--- src/rtl/irq_arb_pkg.sv ---
package irq_arb_pkg;

  typedef enum logic [1:0] {
    ACK_NONE = 2'd0,
    ACK_CPU  = 2'd1,
    ACK_XFER = 2'd2,
    ACK_TRAP = 2'd3
  } ack_kind_e;

  // index width that never collapses to zero bits
  function automatic int safe_clog2(input int n);
    return (n <= 2) ? 1 : $clog2(n);
  endfunction

endpackage

--- src/rtl/irq_req_latch.sv ---
module irq_req_latch #(
  parameter int N = 16
) (
  input  logic         clk,
  input  logic         rst_n,
  input  logic [N-1:0] set_i,
  input  logic [N-1:0] clr_i,
  output logic [N-1:0] pend_o
);

  logic [N-1:0] pend_q;

  // one flop per source; a new request wins over the clear of an acknowledge
  for (genvar g = 0; g < N; g++) begin : g_src
    always_ff @(posedge clk or negedge rst_n) begin
      if (!rst_n)         pend_q[g] <= 1'b0;
      else if (set_i[g])  pend_q[g] <= 1'b1;
      else if (clr_i[g])  pend_q[g] <= 1'b0;
    end
  end

  assign pend_o = pend_q;

  // an acknowledged request without a fresh pulse is gone next cycle
  p_clear_on_ack_r2: assert property (@(posedge clk) disable iff (!rst_n)
    (pend_q & $past(clr_i & ~set_i)) == '0);

  // every pulse is latched
  p_latch_pulse_r2: assert property (@(posedge clk) disable iff (!rst_n)
    (~pend_q & $past(set_i)) == '0);

endmodule

--- src/rtl/irq_prio_tree.sv ---
module irq_prio_tree #(
  parameter int N     = 16,
  parameter int LVL_W = 4,
  parameter int IDX_W = 4
) (
  input  logic                      clk,
  input  logic                      rst_n,
  input  logic [N-1:0]              pend_i,
  input  logic [N-1:0][LVL_W-1:0]   lvl_i,
  output logic                      win_valid_o,
  output logic [IDX_W-1:0]          win_idx_o,
  output logic [LVL_W-1:0]          win_lvl_o
);

  typedef struct packed {
    logic             valid;
    logic [IDX_W-1:0] idx;
    logic [LVL_W-1:0] lvl;
  } cand_t;

  // scan from the top index down; ">=" lets a lower index take a tie
  function automatic cand_t pick_winner(input logic [N-1:0] p,
                                        input logic [N-1:0][LVL_W-1:0] l);
    cand_t best;
    best = '0;
    for (int i = N - 1; i >= 0; i--) begin
      if (p[i] && (l[i] != '0) && (!best.valid || (l[i] >= best.lvl))) begin
        best.valid = 1'b1;
        best.idx   = IDX_W'(i);
        best.lvl   = l[i];
      end
    end
    return best;
  endfunction

  cand_t win;
  assign win         = pick_winner(pend_i, lvl_i);
  assign win_valid_o = win.valid;
  assign win_idx_o   = win.idx;
  assign win_lvl_o   = win.lvl;

  // the winner is pending, nonzero, and reports its own level
  p_winner_legal_r3: assert property (@(posedge clk) disable iff (!rst_n)
    win_valid_o |-> (pend_i[win_idx_o] && (win_lvl_o != '0) && (win_lvl_o == lvl_i[win_idx_o])));

  // nothing pending means no winner
  p_idle_no_winner_r3: assert property (@(posedge clk) disable iff (!rst_n)
    (pend_i == '0) |-> !win_valid_o);

endmodule

--- src/rtl/irq_trap_unit.sv ---
module irq_trap_unit #(
  parameter int NT     = 4,
  parameter int TIDX_W = 2
) (
  input  logic              clk,
  input  logic              rst_n,
  input  logic [NT-1:0]     trap_i,
  input  logic              clr_we_i,
  input  logic [NT-1:0]     clr_mask_i,
  input  logic              ready_i,
  input  logic              reti_i,
  output logic              go_o,
  output logic [TIDX_W-1:0] idx_o,
  output logic              busy_o,
  output logic              in_svc_o,
  output logic [NT-1:0]     flags_o
);

  logic [NT-1:0] pend_q, svc_q, flags_q;
  logic [NT-1:0] go_mask, pop_mask, clr_eff;
  logic [TIDX_W:0] cand, inner;

  // {found, index} of the lowest set bit, i.e. the highest-ranked trap
  function automatic logic [TIDX_W:0] lowest_set(input logic [NT-1:0] v);
    logic [TIDX_W:0] r;
    r = '0;
    for (int i = NT - 1; i >= 0; i--) begin
      if (v[i]) r = {1'b1, TIDX_W'(i)};
    end
    return r;
  endfunction

  function automatic logic [NT-1:0] onehot(input logic [TIDX_W-1:0] i);
    return {{(NT-1){1'b0}}, 1'b1} << i;
  endfunction

  assign cand  = lowest_set(pend_q);
  assign inner = lowest_set(svc_q);
  assign idx_o = cand[TIDX_W-1:0];

  // a trap enters when nothing is in service or it outranks the innermost one
  assign go_o = ready_i && cand[TIDX_W] &&
                (!inner[TIDX_W] || (cand[TIDX_W-1:0] < inner[TIDX_W-1:0]));

  assign go_mask  = go_o ? onehot(cand[TIDX_W-1:0]) : '0;
  assign pop_mask = (reti_i && inner[TIDX_W]) ? onehot(inner[TIDX_W-1:0]) : '0;
  assign clr_eff  = clr_we_i ? clr_mask_i : '0;

  always_ff @(posedge clk or negedge rst_n) begin
    if (!rst_n) begin
      pend_q  <= '0;
      svc_q   <= '0;
      flags_q <= '0;
    end else begin
      pend_q  <= (pend_q & ~go_mask) | trap_i;
      svc_q   <= (svc_q & ~pop_mask) | go_mask;
      flags_q <= (flags_q & ~clr_eff) | trap_i;
    end
  end

  assign busy_o   = (pend_q != '0) || (svc_q != '0);
  assign in_svc_o = (svc_q != '0);
  assign flags_o  = flags_q;

  // a flag only drops under an explicit clear
  p_flag_sticky_r8: assert property (@(posedge clk) disable iff (!rst_n)
    (~flags_q & $past(flags_q) & ~$past(clr_eff)) == '0);

  // a trap pulse always leaves its flag set
  p_flag_set_r8: assert property (@(posedge clk) disable iff (!rst_n)
    (~flags_q & $past(trap_i)) == '0);

  // entering a trap without a return adds exactly one service level
  p_nest_depth_r9: assert property (@(posedge clk) disable iff (!rst_n)
    (go_o && !reti_i) |=> ($countones(svc_q) == $countones($past(svc_q)) + 1));

endmodule

--- src/rtl/irq_level_ctrl.sv ---
module irq_level_ctrl #(
  parameter int LVL_W = 4
) (
  input  logic             clk,
  input  logic             rst_n,
  input  logic             raise_i,
  input  logic [LVL_W-1:0] raise_lvl_i,
  input  logic             reti_i,
  output logic [LVL_W-1:0] cpu_level_o
);

  localparam int NLVL = 1 << LVL_W;

  // one bit per level in service; nesting is strictly increasing, so the
  // highest set bit is the current level and a return clears exactly it
  logic [NLVL-1:0] act_q, top_oh, raise_oh;

  function automatic logic [LVL_W-1:0] top_level(input logic [NLVL-1:0] m);
    logic [LVL_W-1:0] r;
    r = '0;
    for (int i = 0; i < NLVL; i++) begin
      if (m[i]) r = LVL_W'(i);
    end
    return r;
  endfunction

  assign cpu_level_o = top_level(act_q);
  assign top_oh      = (act_q != '0) ? ({{(NLVL-1){1'b0}}, 1'b1} << cpu_level_o) : '0;
  assign raise_oh    = raise_i ? ({{(NLVL-1){1'b0}}, 1'b1} << raise_lvl_i) : '0;

  always_ff @(posedge clk or negedge rst_n) begin
    if (!rst_n) act_q <= '0;
    else        act_q <= (act_q & ~(reti_i ? top_oh : '0)) | raise_oh;
  end

  // a raise always goes above the level in force
  p_raise_above_r5: assert property (@(posedge clk) disable iff (!rst_n)
    raise_i |-> (raise_lvl_i > cpu_level_o));

  // the granted level becomes the CPU level
  p_level_follows_r5: assert property (@(posedge clk) disable iff (!rst_n)
    raise_i |=> (cpu_level_o == $past(raise_lvl_i)));

  // a return with something in service lowers the level
  p_return_lowers_r7: assert property (@(posedge clk) disable iff (!rst_n)
    (reti_i && !raise_i && (act_q != '0)) |=> (cpu_level_o < $past(cpu_level_o)));

endmodule

--- src/rtl/irq_trap_arbiter.sv ---
module irq_trap_arbiter
  import irq_arb_pkg::*;
#(
  parameter  int NUM_SRC  = 16,
  parameter  int LVL_W    = 4,
  parameter  int NUM_TRAP = 4,
  localparam int IDX_W    = safe_clog2(NUM_SRC),
  localparam int TIDX_W   = safe_clog2(NUM_TRAP),
  localparam int VEC_W    = safe_clog2(NUM_SRC + NUM_TRAP)
) (
  input  logic                clk,
  input  logic                rst_n,
  input  logic [NUM_SRC-1:0]  irq_req_i,
  input  logic                cfg_we_i,
  input  logic [IDX_W-1:0]    cfg_src_i,
  input  logic [LVL_W-1:0]    cfg_level_i,
  input  logic                cfg_xfer_i,
  input  logic [NUM_TRAP-1:0] trap_i,
  input  logic                trap_clr_we_i,
  input  logic [NUM_TRAP-1:0] trap_clr_mask_i,
  input  logic                reti_i,
  input  logic                ack_ready_i,
  output logic                ack_valid_o,
  output logic [1:0]          ack_kind_o,
  output logic [VEC_W-1:0]    ack_vector_o,
  output logic [LVL_W-1:0]    cpu_level_o,
  output logic [NUM_TRAP-1:0] trap_flags_o
);

  // ---------------- per-source configuration ----------------
  logic [NUM_SRC-1:0][LVL_W-1:0] lvl_q;
  logic [NUM_SRC-1:0]            xfer_q;

  for (genvar g = 0; g < NUM_SRC; g++) begin : g_cfg
    always_ff @(posedge clk or negedge rst_n) begin
      if (!rst_n) begin
        lvl_q[g]  <= '0;
        xfer_q[g] <= 1'b0;
      end else if (cfg_we_i && (cfg_src_i == IDX_W'(g))) begin
        lvl_q[g]  <= cfg_level_i;
        xfer_q[g] <= cfg_xfer_i;
      end
    end
  end

  // ---------------- named internal events ----------------
  logic [NUM_SRC-1:0] pend;
  logic [NUM_SRC-1:0] ack_clr;
  logic               win_valid;
  logic [IDX_W-1:0]   win_idx;
  logic [LVL_W-1:0]   win_lvl;
  logic               win_xfer;
  logic               trap_go, trap_busy, trap_in_svc;
  logic [TIDX_W-1:0]  trap_idx;
  logic               irq_go, cpu_go, lvl_reti;

  function automatic logic cpu_eligible(input logic [LVL_W-1:0] req,
                                        input logic [LVL_W-1:0] cur);
    return req > cur;
  endfunction

  function automatic logic [VEC_W-1:0] trap_vector(input logic [TIDX_W-1:0] t);
    return VEC_W'(NUM_SRC) + VEC_W'(t);
  endfunction

  function automatic logic [NUM_SRC-1:0] src_onehot(input logic [IDX_W-1:0] i);
    return {{(NUM_SRC-1){1'b0}}, 1'b1} << i;
  endfunction

  irq_req_latch #(.N(NUM_SRC)) u_latch (
    .clk    (clk),
    .rst_n  (rst_n),
    .set_i  (irq_req_i),
    .clr_i  (ack_clr),
    .pend_o (pend)
  );

  irq_prio_tree #(.N(NUM_SRC), .LVL_W(LVL_W), .IDX_W(IDX_W)) u_prio (
    .clk         (clk),
    .rst_n       (rst_n),
    .pend_i      (pend),
    .lvl_i       (lvl_q),
    .win_valid_o (win_valid),
    .win_idx_o   (win_idx),
    .win_lvl_o   (win_lvl)
  );

  irq_trap_unit #(.NT(NUM_TRAP), .TIDX_W(TIDX_W)) u_trap (
    .clk        (clk),
    .rst_n      (rst_n),
    .trap_i     (trap_i),
    .clr_we_i   (trap_clr_we_i),
    .clr_mask_i (trap_clr_mask_i),
    .ready_i    (ack_ready_i),
    .reti_i     (reti_i),
    .go_o       (trap_go),
    .idx_o      (trap_idx),
    .busy_o     (trap_busy),
    .in_svc_o   (trap_in_svc),
    .flags_o    (trap_flags_o)
  );

  // a winner is routed by its own bit; only the CPU path sees the level test
  assign win_xfer = xfer_q[win_idx];
  assign irq_go   = ack_ready_i && !trap_busy && win_valid &&
                    (win_xfer || cpu_eligible(win_lvl, cpu_level_o));
  assign cpu_go   = irq_go && !win_xfer;
  assign ack_clr  = irq_go ? src_onehot(win_idx) : '0;
  assign lvl_reti = reti_i && !trap_in_svc;

  irq_level_ctrl #(.LVL_W(LVL_W)) u_level (
    .clk         (clk),
    .rst_n       (rst_n),
    .raise_i     (cpu_go),
    .raise_lvl_i (win_lvl),
    .reti_i      (lvl_reti),
    .cpu_level_o (cpu_level_o)
  );

  // ---------------- registered acknowledge ----------------
  ack_kind_e        ack_kind_q;
  logic             ack_valid_q;
  logic [VEC_W-1:0] ack_vec_q;

  always_ff @(posedge clk or negedge rst_n) begin
    if (!rst_n) begin
      ack_valid_q <= 1'b0;
      ack_kind_q  <= ACK_NONE;
      ack_vec_q   <= '0;
    end else if (trap_go) begin
      ack_valid_q <= 1'b1;
      ack_kind_q  <= ACK_TRAP;
      ack_vec_q   <= trap_vector(trap_idx);
    end else if (irq_go) begin
      ack_valid_q <= 1'b1;
      ack_kind_q  <= win_xfer ? ACK_XFER : ACK_CPU;
      ack_vec_q   <= VEC_W'(win_idx);
    end else begin
      ack_valid_q <= 1'b0;
      ack_kind_q  <= ACK_NONE;
      ack_vec_q   <= '0;
    end
  end

  assign ack_valid_o  = ack_valid_q;
  assign ack_kind_o   = ack_kind_q;
  assign ack_vector_o = ack_vec_q;

  // interrupts and transfers never leave while a trap was pending or active
  p_no_irq_under_trap_r10: assert property (@(posedge clk) disable iff (!rst_n)
    (ack_valid_o && (ack_kind_o != ACK_TRAP)) |-> !$past(trap_busy));

  // no acknowledge follows a cycle without ready
  p_hold_without_ready_r11: assert property (@(posedge clk) disable iff (!rst_n)
    !$past(ack_ready_i) |-> !ack_valid_o);

  // a CPU interrupt acknowledge comes with a raised level
  p_cpu_ack_raises_r5: assert property (@(posedge clk) disable iff (!rst_n)
    (ack_valid_o && (ack_kind_o == ACK_CPU)) |-> (cpu_level_o > $past(cpu_level_o)));

  // a transfer acknowledge leaves the level alone unless a return came with it
  p_xfer_keeps_level_r4: assert property (@(posedge clk) disable iff (!rst_n)
    (ack_valid_o && (ack_kind_o == ACK_XFER) && !$past(reti_i)) |-> $stable(cpu_level_o));

  // trap vectors sit above the source range, source vectors inside it
  p_vector_range_r6: assert property (@(posedge clk) disable iff (!rst_n)
    ack_valid_o |-> ((ack_kind_o == ACK_TRAP) == (ack_vector_o >= VEC_W'(NUM_SRC))));

endmodule

--- config.mk ---
export PLATFORM = sky130hd
export DESIGN_NAME = irq_trap_arbiter
export DESIGN_NICKNAME = d
export VERILOG_FILES = /design/src/rtl/irq_arb_pkg.sv /design/src/rtl/irq_req_latch.sv /design/src/rtl/irq_prio_tree.sv /design/src/rtl/irq_trap_unit.sv /design/src/rtl/irq_level_ctrl.sv /design/src/rtl/irq_trap_arbiter.sv
export SDC_FILE = /design/constraint.sdc
export NUM_CORES = 1
export LEC_CHECK = 0
export ABC_AREA = 0
export CAP_MARGIN = 20
export CORE_UTILIZATION = 51
export DETAILED_ROUTE_END_ITERATION = 16
export PLACE_DENSITY = 0.7
export SYNTH_ARGS = -nofsm -noshare
export SYNTH_HDL_FRONTEND = slang
export SYNTH_SLANG_ARGS = --single-unit
--- constraint.sdc ---
create_clock -name clk -period 34.9 [get_ports clk]
set_input_delay 10.47 -clock clk [delete_from_list [all_inputs] [get_ports clk]]
set_output_delay 10.47 -clock clk [all_outputs]
set_load 0.01 [all_outputs]
== Word-level counts from Yosys, hierarchy flattened ==
Cells that the tools add are included.

* Reductions and logical operators: 128
* Muxes and demuxes: 87
* Magnitude comparators: 18
* Bitwise gates (word level): 12
* Eq/ne operators: 15
* Shift operators: 5
* Add/subtract/negate cells: 1

{| class="wikitable"
|+ Operators with widths
! kind !! number
|-
| 9-bit two-way mux || 16
|-
| 4-bit two-way mux || 18
|-
| 4-bit nonzero test || 18
|-
| 16-bit two-way mux || 4
|-
| 4-bit greater-or-equal comparator || 15
|-
| 1-bit logical AND || 55
|-
| 1-bit by 4-bit left shift with 16-bit output (first input constant) || 3
|-
| 1-bit two-way mux || 36
|-
| 4-bit == test (second input constant) || 8
|-
| 2-bit nonzero test || 16
|-
| 3-bit two-way mux || 8
|-
| 1-bit zero test || 19
|-
| 1-bit logical OR || 18
|-
| 16-bit AND || 1
|-
| 4-bit by 3-bit == test with 1-bit output (second input constant) || 4
|-
| 16-bit inverter || 1
|-
| 16-bit OR || 1
|-
| 16-bit nonzero test || 1
|-
| 4-bit AND || 3
|-
| 4-bit inverter || 3
|-
| 4-bit OR || 3
|-
| 4-bit by 2-bit == test with 1-bit output (second input constant) || 2
|-
| 1-bit by 2-bit left shift with 4-bit output (first input constant) || 2
|-
| 2-bit two-way mux || 3
|-
| other kinds (8) || 8
|}

* Logic and storage cells: 321
* Bits in registers: 132
* Output and inout bits: 16
* Input port bits: 39

== Depth between registers and ports, before layout ==
Gate-level depths: netlist (run 1).

* Depth after elaboration: 70
* Mapped depth: 136
* Mapped depth without buffers: 129

== Cells and area by module ==
A second synthesis (run 1) with hierarchy kept.

* Cells, all modules: 933
* Area, all modules: 9148.8 um2

{| class="wikitable"
|+ By module, submodules not included
! module !! times used !! area each (um2) !! sequential area each (um2) !! cells each
|-
| irq_trap_arbiter || 1 || 3837.4 || 2202.1 || 284
|-
| irq_prio_tree || 1 || 3228.1 || 0.0 || 434
|-
| irq_level_ctrl || 1 || 908.4 || 375.4 || 106
|-
| irq_trap_unit || 1 || 594.3 || 300.3 || 61
|-
| irq_req_latch || 1 || 580.6 || 400.4 || 48
|}

== Worst setup path after synthesis (run 1) ==
No wires, ideal clock.

* Path type: reg-to-reg
* From: register u_latch.pend_q[15], in the netlist u_latch.pend_o[15]
* To: register u_latch.pend_q[0], in the netlist u_latch.pend_o[0]
* Setup slack: 9.335 ns
* Arrival: 25.447 ns
* Path buffers: 8
* Library setup time: 0.118 ns
* Cell stages (with the launch flop): 125
* Required time: 34.782 ns
* Period minus slack after synthesis: 25.565 ns
* Cells stage by stage: dfrtp_1 -> and2_1 -> ha_1 -> nor3b_1 -> o21ai_0 -> o21ai_1 -> mux2_2 -> ha_1 -> nor2b_1 -> o21ai_0 -> a211oi_1 -> or2_0 -> buf_2 -> mux2_2 -> ha_1 -> nor2b_1 -> o21ai_0 -> a221o_1 -> [89 not listed] -> mux2_2 -> ha_1 -> a21o_1 -> a21o_1 -> a21oi_1 -> a21oi_1 -> clkbuf_1 -> mux2i_1 -> o21ai_1 -> ha_1 -> nor2b_1 -> o21ai_0 -> nand2b_1 -> a21oi_1 -> a41o_1 -> or2_2 -> a211o_1 -> a21o_1

* Cells in the longest elaborated chain, start to end: 68
* Elaborated cells between the ends (all ways): 86
* Classes of those cells: order compare: 16; shift: 1; mux: 19; reduce/logical: 50

{| class="wikitable"
|+ Ends and longest elaborated chain
! what !! RTL line !! text
|-
| start: declaration || irq_req_latch.sv:11 || <nowiki>logic [N-1:0] pend_q;</nowiki>
|-
| start signal: indexed assignment || irq_req_latch.sv:16 || <nowiki>if (!rst_n) pend_q[g] <= 1'b0;</nowiki>
|-
| start signal: indexed assignment || irq_req_latch.sv:17 || <nowiki>else if (set_i[g]) pend_q[g] <= 1'b1;</nowiki>
|-
| start signal: indexed assignment || irq_req_latch.sv:18 || <nowiki>else if (clr_i[g]) pend_q[g] <= 1'b0;</nowiki>
|-
| 1-bit logical AND * || irq_prio_tree.sv:27 || <nowiki>if (p[i] && (l[i] != '0) && (!best.valid || (l[i] >= best.lvl))) begin</nowiki>
|-
| 9-bit two-way mux * || irq_prio_tree.sv:27 ||
|-
| 4-bit greater-or-equal comparator / 1-bit zero test (equally long branches) || irq_prio_tree.sv:27 ||
|-
| 1-bit logical OR || irq_prio_tree.sv:27 ||
|-
| 1-bit logical AND || irq_prio_tree.sv:27 ||
|-
| 9-bit two-way mux * || irq_prio_tree.sv:27 ||
|-
| 4-bit greater-or-equal comparator / 1-bit zero test (equally long branches) || irq_prio_tree.sv:27 ||
|-
| 1-bit logical OR || irq_prio_tree.sv:27 ||
|-
| [52 not listed] || - ||
|-
| 1-bit logical AND || irq_prio_tree.sv:27 ||
|-
| 9-bit two-way mux * || irq_prio_tree.sv:27 ||
|-
| 1-bit binary-select mux with 4-bit select || irq_trap_arbiter.sv:104 || <nowiki>assign win_xfer = xfer_q[win_idx];</nowiki>
|-
| 1-bit two-way mux (not written as such) || irq_trap_arbiter.sv:104 ||
|-
| 1-bit logical OR || irq_trap_arbiter.sv:106 || <nowiki>(win_xfer || cpu_eligible(win_lvl, cpu_level_o));</nowiki>
|-
| 1-bit logical AND || irq_trap_arbiter.sv:105 || <nowiki>assign irq_go = ack_ready_i && !trap_busy && win_valid &&</nowiki>
|-
| 16-bit two-way mux * || irq_trap_arbiter.sv:108 || <nowiki>assign ack_clr = irq_go ? src_onehot(win_idx) : '0;</nowiki>
|-
| 2-bit nonzero test (no line) * || - ||
|}

Mark *: on every way between the ends. The rest lies on a longest branch, timed or not. The select of a mux whose other input is x is not followed.
A chain may end at the register's enable or synchronous reset.

== Worst setup path in the final report (run 1) ==
* From: register u_latch.pend_q[15], in the netlist u_latch.pend_o[15]
* To: register ack_vec_q[0], in the netlist ack_vector_o[0]

* Cells in the longest elaborated chain, start to end: 68
* Elaborated cells between the ends (all ways): 85
* Classes of those cells: order compare: 16; mux: 20; reduce/logical: 49

{| class="wikitable"
|+ Ends and longest elaborated chain
! what !! RTL line !! text
|-
| 1-bit logical AND * || irq_prio_tree.sv:27 ||
|-
| 9-bit two-way mux * || irq_prio_tree.sv:27 ||
|-
| 4-bit greater-or-equal comparator / 1-bit zero test (equally long branches) || irq_prio_tree.sv:27 ||
|-
| 1-bit logical OR || irq_prio_tree.sv:27 ||
|-
| 1-bit logical AND || irq_prio_tree.sv:27 ||
|-
| 9-bit two-way mux * || irq_prio_tree.sv:27 ||
|-
| 4-bit greater-or-equal comparator / 1-bit zero test (equally long branches) || irq_prio_tree.sv:27 ||
|-
| 1-bit logical OR || irq_prio_tree.sv:27 ||
|-
| [52 not listed] || - ||
|-
| 1-bit logical AND || irq_prio_tree.sv:27 ||
|-
| 9-bit two-way mux * || irq_prio_tree.sv:27 ||
|-
| 1-bit binary-select mux with 4-bit select || irq_trap_arbiter.sv:104 ||
|-
| 1-bit two-way mux (not written as such) || irq_trap_arbiter.sv:104 ||
|-
| 1-bit logical OR || irq_trap_arbiter.sv:106 ||
|-
| 1-bit logical AND || irq_trap_arbiter.sv:105 ||
|-
| 4-bit two-way mux * || irq_trap_arbiter.sv:134 || <nowiki>end else if (irq_go) begin</nowiki>
|-
| 5-bit two-way mux * || irq_trap_arbiter.sv:130 || <nowiki>end else if (trap_go) begin</nowiki>
|-
| end signal: assignment || irq_trap_arbiter.sv:133 || <nowiki>ack_vec_q <= trap_vector(trap_idx);</nowiki>
|-
| end signal: assignment || irq_trap_arbiter.sv:137 || <nowiki>ack_vec_q <= VEC_W'(win_idx);</nowiki>
|-
| end: declaration || irq_trap_arbiter.sv:123 || <nowiki>logic [VEC_W-1:0] ack_vec_q;</nowiki>
|}

Marks and branches as above.

==> results of run 1 <==
flip-flops by register name, summed over array words and instances, names as in the netlist:
signal / count
xfer_q: 16
ack_kind_o: 2
u_trap.pend_q: 4
u_level.act_q: 16
u_trap.svc_q: 4
ack_valid_o: 1
u_latch.pend_o: 16
lvl_q: 64
ack_vector_o: 5
u_trap.flags_o: 4
worst reg2reg max path: cells and delay by family (launching register included):
| family | cells | cell delay, ns |
|---|---|---|
| fa+ha+maj | 16 | 4.57 |
| compound gates | 54 | 13.59 |
| mux | 11 | 4.55 |
| simple gates | 34 | 6.17 |
| buf+inv | 3 | 0.20 |
| flops | 1 | 0.44 |
how the worst min path moves through the flow:
stage               cells past startpoint                end  slack, ns
floorplan                               1  u_latch.pend_o[0]       0.45
global placement                        1  u_trap.flags_o[2]       0.46
detailed placement                      1  u_trap.flags_o[2]       0.47
CTS                                     1  u_trap.flags_o[2]       0.48
global route                            1  u_trap.flags_o[0]       0.50
finish                                  1  u_trap.flags_o[2]       0.48
logic make-up after synthesis:
kind of cell | share of synthesized area [%]
AOI/OAI and AO/OA | 22.8
buffers and inverters | 4.07
adders and majority gates | 8.04
muxes | 12.3
and+or+nand+nor | 16.0
DFF | 36.7
stage by stage:
stage | setup WS, ns | hold WS [ns] | utilization (%) | area (sq um)
final | 5.27 | 0.477 | 59.9 | 10300
after global routing | 3.24 | 0.496 | 59.9 | 10300
after CTS | 5.66 | 0.481 | 59.9 | 10300
after detailed placement | 5.98 | 0.468 | 56.4 | 9730
after global placement | 6.39 | 0.459 | 56.4 | 9730
after floorplan | 9.33 | 0.449 | - | 9000
area by class of cell:
type / count / area [sq um] / area share [%]
clock inverters: 15 / 180 / 1.74
inverters: 65 / 244 / 2.36
well taps: 225 / 282 / 2.72
flip-flops and latches: 132 / 3300 / 32.0
multi-input cells: 732 / 5330 / 51.6
repair buffers: 58 / 572 / 5.53
clock buffers: 17 / 425 / 4.12
cell usage after synthesis (8+ instances only):
master	instances	area share [%]
dfrtp_1	132	37
nand2_1	84	3.5
mux2_2	80	10
nor2_1	77	3.2
inv_1	65	2.7
o21ai_0	60	3.3
ha_1	57	7.9
a21oi_1	52	2.9
a21o_1	28	2.3
nand2b_1	24	1.7
clkbuf_1	19	0.79
o41ai_1	19	1.8
mux2i_1	16	1.8
nand3_1	16	0.89
nor3_1	15	0.83
o31ai_1	14	1.2
and3_1	11	0.76
nor4_1	11	0.76
a211oi_1	9	0.75
and2_1	9	0.63
o211ai_1	9	0.75
or3_1	9	0.63
nor2b_1	8	0.56
routing by layer:
metal  wire length [um]  share of wire (%)  vias up
li1                   -                  -     3659
met1              11000                 46     3709
met2              11200                 47      208
met3               1280                5.4       34
met4                399                1.7        0
met5                  0                  0        -
==> results.toml, run 1 <==
[yosys]
avgSynthCellArea_sq_um = 9.42
synth_nets = 1051
ys_ff_latch = 132
netlist_instances = 955
syn-cell-area_sq_um = 9000
ys_types = 84
ys_seq_area_share_pct = 36.7
async_flop_share_pct = 100
synth_ff_type = "dfrtp_1"
synth_warnings = 0
synth_edf_count = 0

[timing]
finalSetupViolCount = 0
tightest_slew_ns = 1.05
finalHoldViolCount = 0
max_freq_mhz = 33.7
timing.final.crit_share_pct = 84.9
rsz0062_at_grt = "false"
slew_viol_final = 0
min_period_ns = 29.63
max-slew-margin-rel_pct = 29.9
skew_ns = 0.0119
fin_tns_setup_ns = 0

[die]
initial_core_util_pct = 52.2
io_pins = 55
coreArea_sq_um = 17200
dieArea_sq_um = 18200
rows = 48
dieHeight_um = 135
fp.dieW_um = 135

[cells_and_area]
layout.nets = 1102
final_cell_mix = "132 x dfrtp_1, 84 x nand2_1, 80 x mux2_2"
mostFrequentLayoutCell = "dfrtp_1"
finalNonFillerCells = 1244
layout-drive-gt1-share_pct = 14.4
antennaDiodeCount = 0
area_delta_synth_final_pct = 14.9
nFillCells = 1485

[placed_design]
io_buffers = 54
hpwlAfterDp_um = 17600
gp_congestion = 0.897
dp.cells = 1212

[global_route]
grt_max_degree = 73
top_usage_layer = "met2"
met3_usage_pct = 5.26
grt_usage_pct = 27.7
grtUsageMet1_pct = 38.5
use_met2_pct = 44.0
grt_antenna_before_repair = 0
grt_pass1_vias = 7262
grt_pass1_wl_um = 38500
grt_overflow = 0

[detailed_routing]
drcViolationCount = 0
vias = 7610
drt_iter0_drc = 638
ant_nets = 0
drt_first_pass_iters = 5
wirelength_um = 23900
viasPerCell = 6.12
routedWlPerCell_um = 19.2

[cts]
cts_buffers = 17
cts_tree = "yes"
cts_max_level = 4
ctsHoldBuffers = 0
clock_latency_ns = 0.44
clock-sinks = 132
cts_root_buf = "clkbuf_16"
clk_pin_slew_ns = 0.06
post-cts-setup-buffers = 0
clk_path_buf_depth = 2
post_cts_resized = 0

[worst_hold_path]
hold_class = "reg2reg"
min-delay-start = "u_trap.flags_o[2]"

[setup_path]
cp_common_cell = "ha_1"
crit_arrival_ns = 29.96
crit_type = "reg2reg"
crit_start = "u_latch.pend_o[15]"
worst-path-buf-inv = 3
cp_top_family = "compound AO/OA/AOI/OAI gates"
r2r_end = "ack_vector_o[0]"
endpoint = "ack_vector_o[0]"
reg2reg_setup_slack_ns = 5.27
setup.worst_path.end_class = "flip-flop"
max_stage_delay_ns = 0.74
reg2reg_from = "u_latch.pend_o[15]"
cp_slowest_cell = "a311oi_1"
critPathRequiredTime_ns = 35.22
path_depth = 118
crit_fanout = 13
r2r_cells = 118
startpoint_type = "flip-flop"

[run_status]
status = "finished clean"

[run]
max-cap-violations = 0
Power of run 1 is not shown: default switching activity piles up to over one toggle a cycle in this logic, so the estimate is an artifact.
==> run 2, diff against run 1 <==
==> constraint.sdc (replaced) <==
create_clock -name clk -period 28 [get_ports clk]
set_input_delay 8.4 -clock clk [delete_from_list [all_inputs] [get_ports clk]]
set_output_delay 8.4 -clock clk [all_outputs]
set_load 0.01 [all_outputs]
==> run 2 against run 1 <==
Compared with the run above: cell count grew 0.88%; worst hold slack worse by 0.0046 ns; cell area rose by 2.3%; non-clock buffer count rose by 11; core utilization increased by 1.4 points; sequential share of layout area fell by 0.72 points; register-to-register slack worse by 3.9 ns; clock-buffer cell count is 5 higher; flip-flop and latch count stayed put; fmax up 11%; worst setup slack worse by 3.9 ns; global-route usage rose by 0.057 points; critical path type unchanged; largest cell class unchanged.
==> results.toml, run 2 (same netlist as run 1, synthesis figures left out) <==
[global_route]
grt_antenna_before_repair = 0
grt_usage_pct = 27.8
grt_overflow = 0
grt_pass1_wl_um = 38800
grt_pass1_vias = 7407
grt_max_degree = 79

[setup_path]
cp_common_cell = "ha_1"
critPathRequiredTime_ns = 28.31
crit_arrival_ns = 26.96
setup.worst_path.end_class = "flip-flop"
crit_fanout = 12
cp_top_family = "compound AO/OA/AOI/OAI gates"
worst-path-buf-inv = 5
cp_slowest_cell = "dfrtp_1"
startpoint_type = "flip-flop"
crit_type = "reg2reg"
max_stage_delay_ns = 0.45

[cts]
clk_path_buf_depth = 2
ctsHoldBuffers = 0
clk_pin_slew_ns = 0.06
clock-sinks = 132
cts_buffers = 17
cts_max_level = 4
cts_tree = "yes"
cts_root_buf = "clkbuf_16"
clock_latency_ns = 0.42

[worst_hold_path]
hold_class = "reg2reg"

[run_status]
status = "finished clean"

[die]
coreArea_sq_um = 17200
fp.dieW_um = 135
dieHeight_um = 135
io_pins = 55
rows = 48
dieArea_sq_um = 18200
initial_core_util_pct = 52.2

[run]
max-cap-violations = 0

[cells_and_area]
largest_reg_flops = 64
max_flop_register = "lvl_q"
layout-drive-gt1-share_pct = 17.3
antennaDiodeCount = 0
mostFrequentLayoutCell = "dfrtp_1"
area_delta_synth_final_pct = 17.5
post-route-util_pct = 61.3
layout.nets = 1113
final_cell_mix = "132 x dfrtp_1, 83 x nand2_1, 80 x mux2_2"

[detailed_routing]
wirelength_um = 24300
drcViolationCount = 0
ant_nets = 0
drt_first_pass_iters = 5
routedWlPerCell_um = 19.4
viasPerCell = 6.21
drt_iter0_drc = 602
vias = 7799

[timing]
skew_ns = 0.00680
tightest_slew_ns = 1.00
max_freq_mhz = 37.5
finalSetupViolCount = 0
fin_tns_setup_ns = 0
finalHoldViolCount = 0
max-slew-margin-rel_pct = 33.1
timing.final.crit_share_pct = 95.2
min_period_ns = 26.64
slew_viol_final = 0

[placed_design]
gp_congestion = 0.902
hpwlAfterDp_um = 17700
io_buffers = 54
run 2: changes by cell type in the layout (fill, tap and decap cells not counted), sizes merged:
cell and change:
clkinvlp -2, inv -3, clkbuf +5, bufinv +2, clkinv -2, buf +11
run 2: what timing repair did:
action / in CTS / in global routing
pin swaps: 0 / 0
endpoints found under the setup margin: 37 / 38
buffers inserted: 0 / 5
resized for setup: 3 / 27
run 2: final cells by class:
type | instances | area (sq um)
inverter | 65 | 244
tap | 225 | 282
clock inverter | 10 | 178
clock buffer | 22 | 464
fill | 1446 | 6670
multi-input combinational | 732 | 5440
sequential | 132 | 3300
timing repair buffer | 69 | 654
run 2: routing by layer:
layer,up-vias,track usage (%),wire (um)
li1,3666,-,-
met1,3841,38.3,11200
met2,249,43.7,11400
met3,43,5.44,1270
met4,0,9.49,503
met5,-,0,0
run 2: metrics by stage:
stage | std cells | hold slack, ns | setup slack, ns | instance area (sq um)
6_report | 1255 | 0.472 | 1.36 | 10600
5_1_grt | 1255 | 0.494 | -0.295 | 10600
4_1_cts | 1250 | 0.477 | 0.00438 | 10400
3_5_place_dp | 1218 | 0.465 | -0.338 | 9770
3_3_place_gp | 1218 | 0.459 | 0.154 | 9770
2_1_floorplan | 955 | 0.449 | 2.43 | 9000
run 2: worst paths after layout:
check	depth (start not counted)	endpoint	slack (ns)	start
max	121	u_latch.pend_o[3]	1.36	u_latch.pend_o[15]
min	1	u_trap.flags_o[2]	0.47	u_trap.flags_o[2]
min reg2reg	1	u_trap.flags_o[2]	0.47	u_trap.flags_o[2]
max reg2reg	121	u_latch.pend_o[3]	1.36	u_latch.pend_o[15]
max in group asynchronous	2	lvl_q[6]	18.69	rst_n
min in group asynchronous	1	lvl_q[48]	7.93	rst_n
Power of run 2 is left out for the same reason.
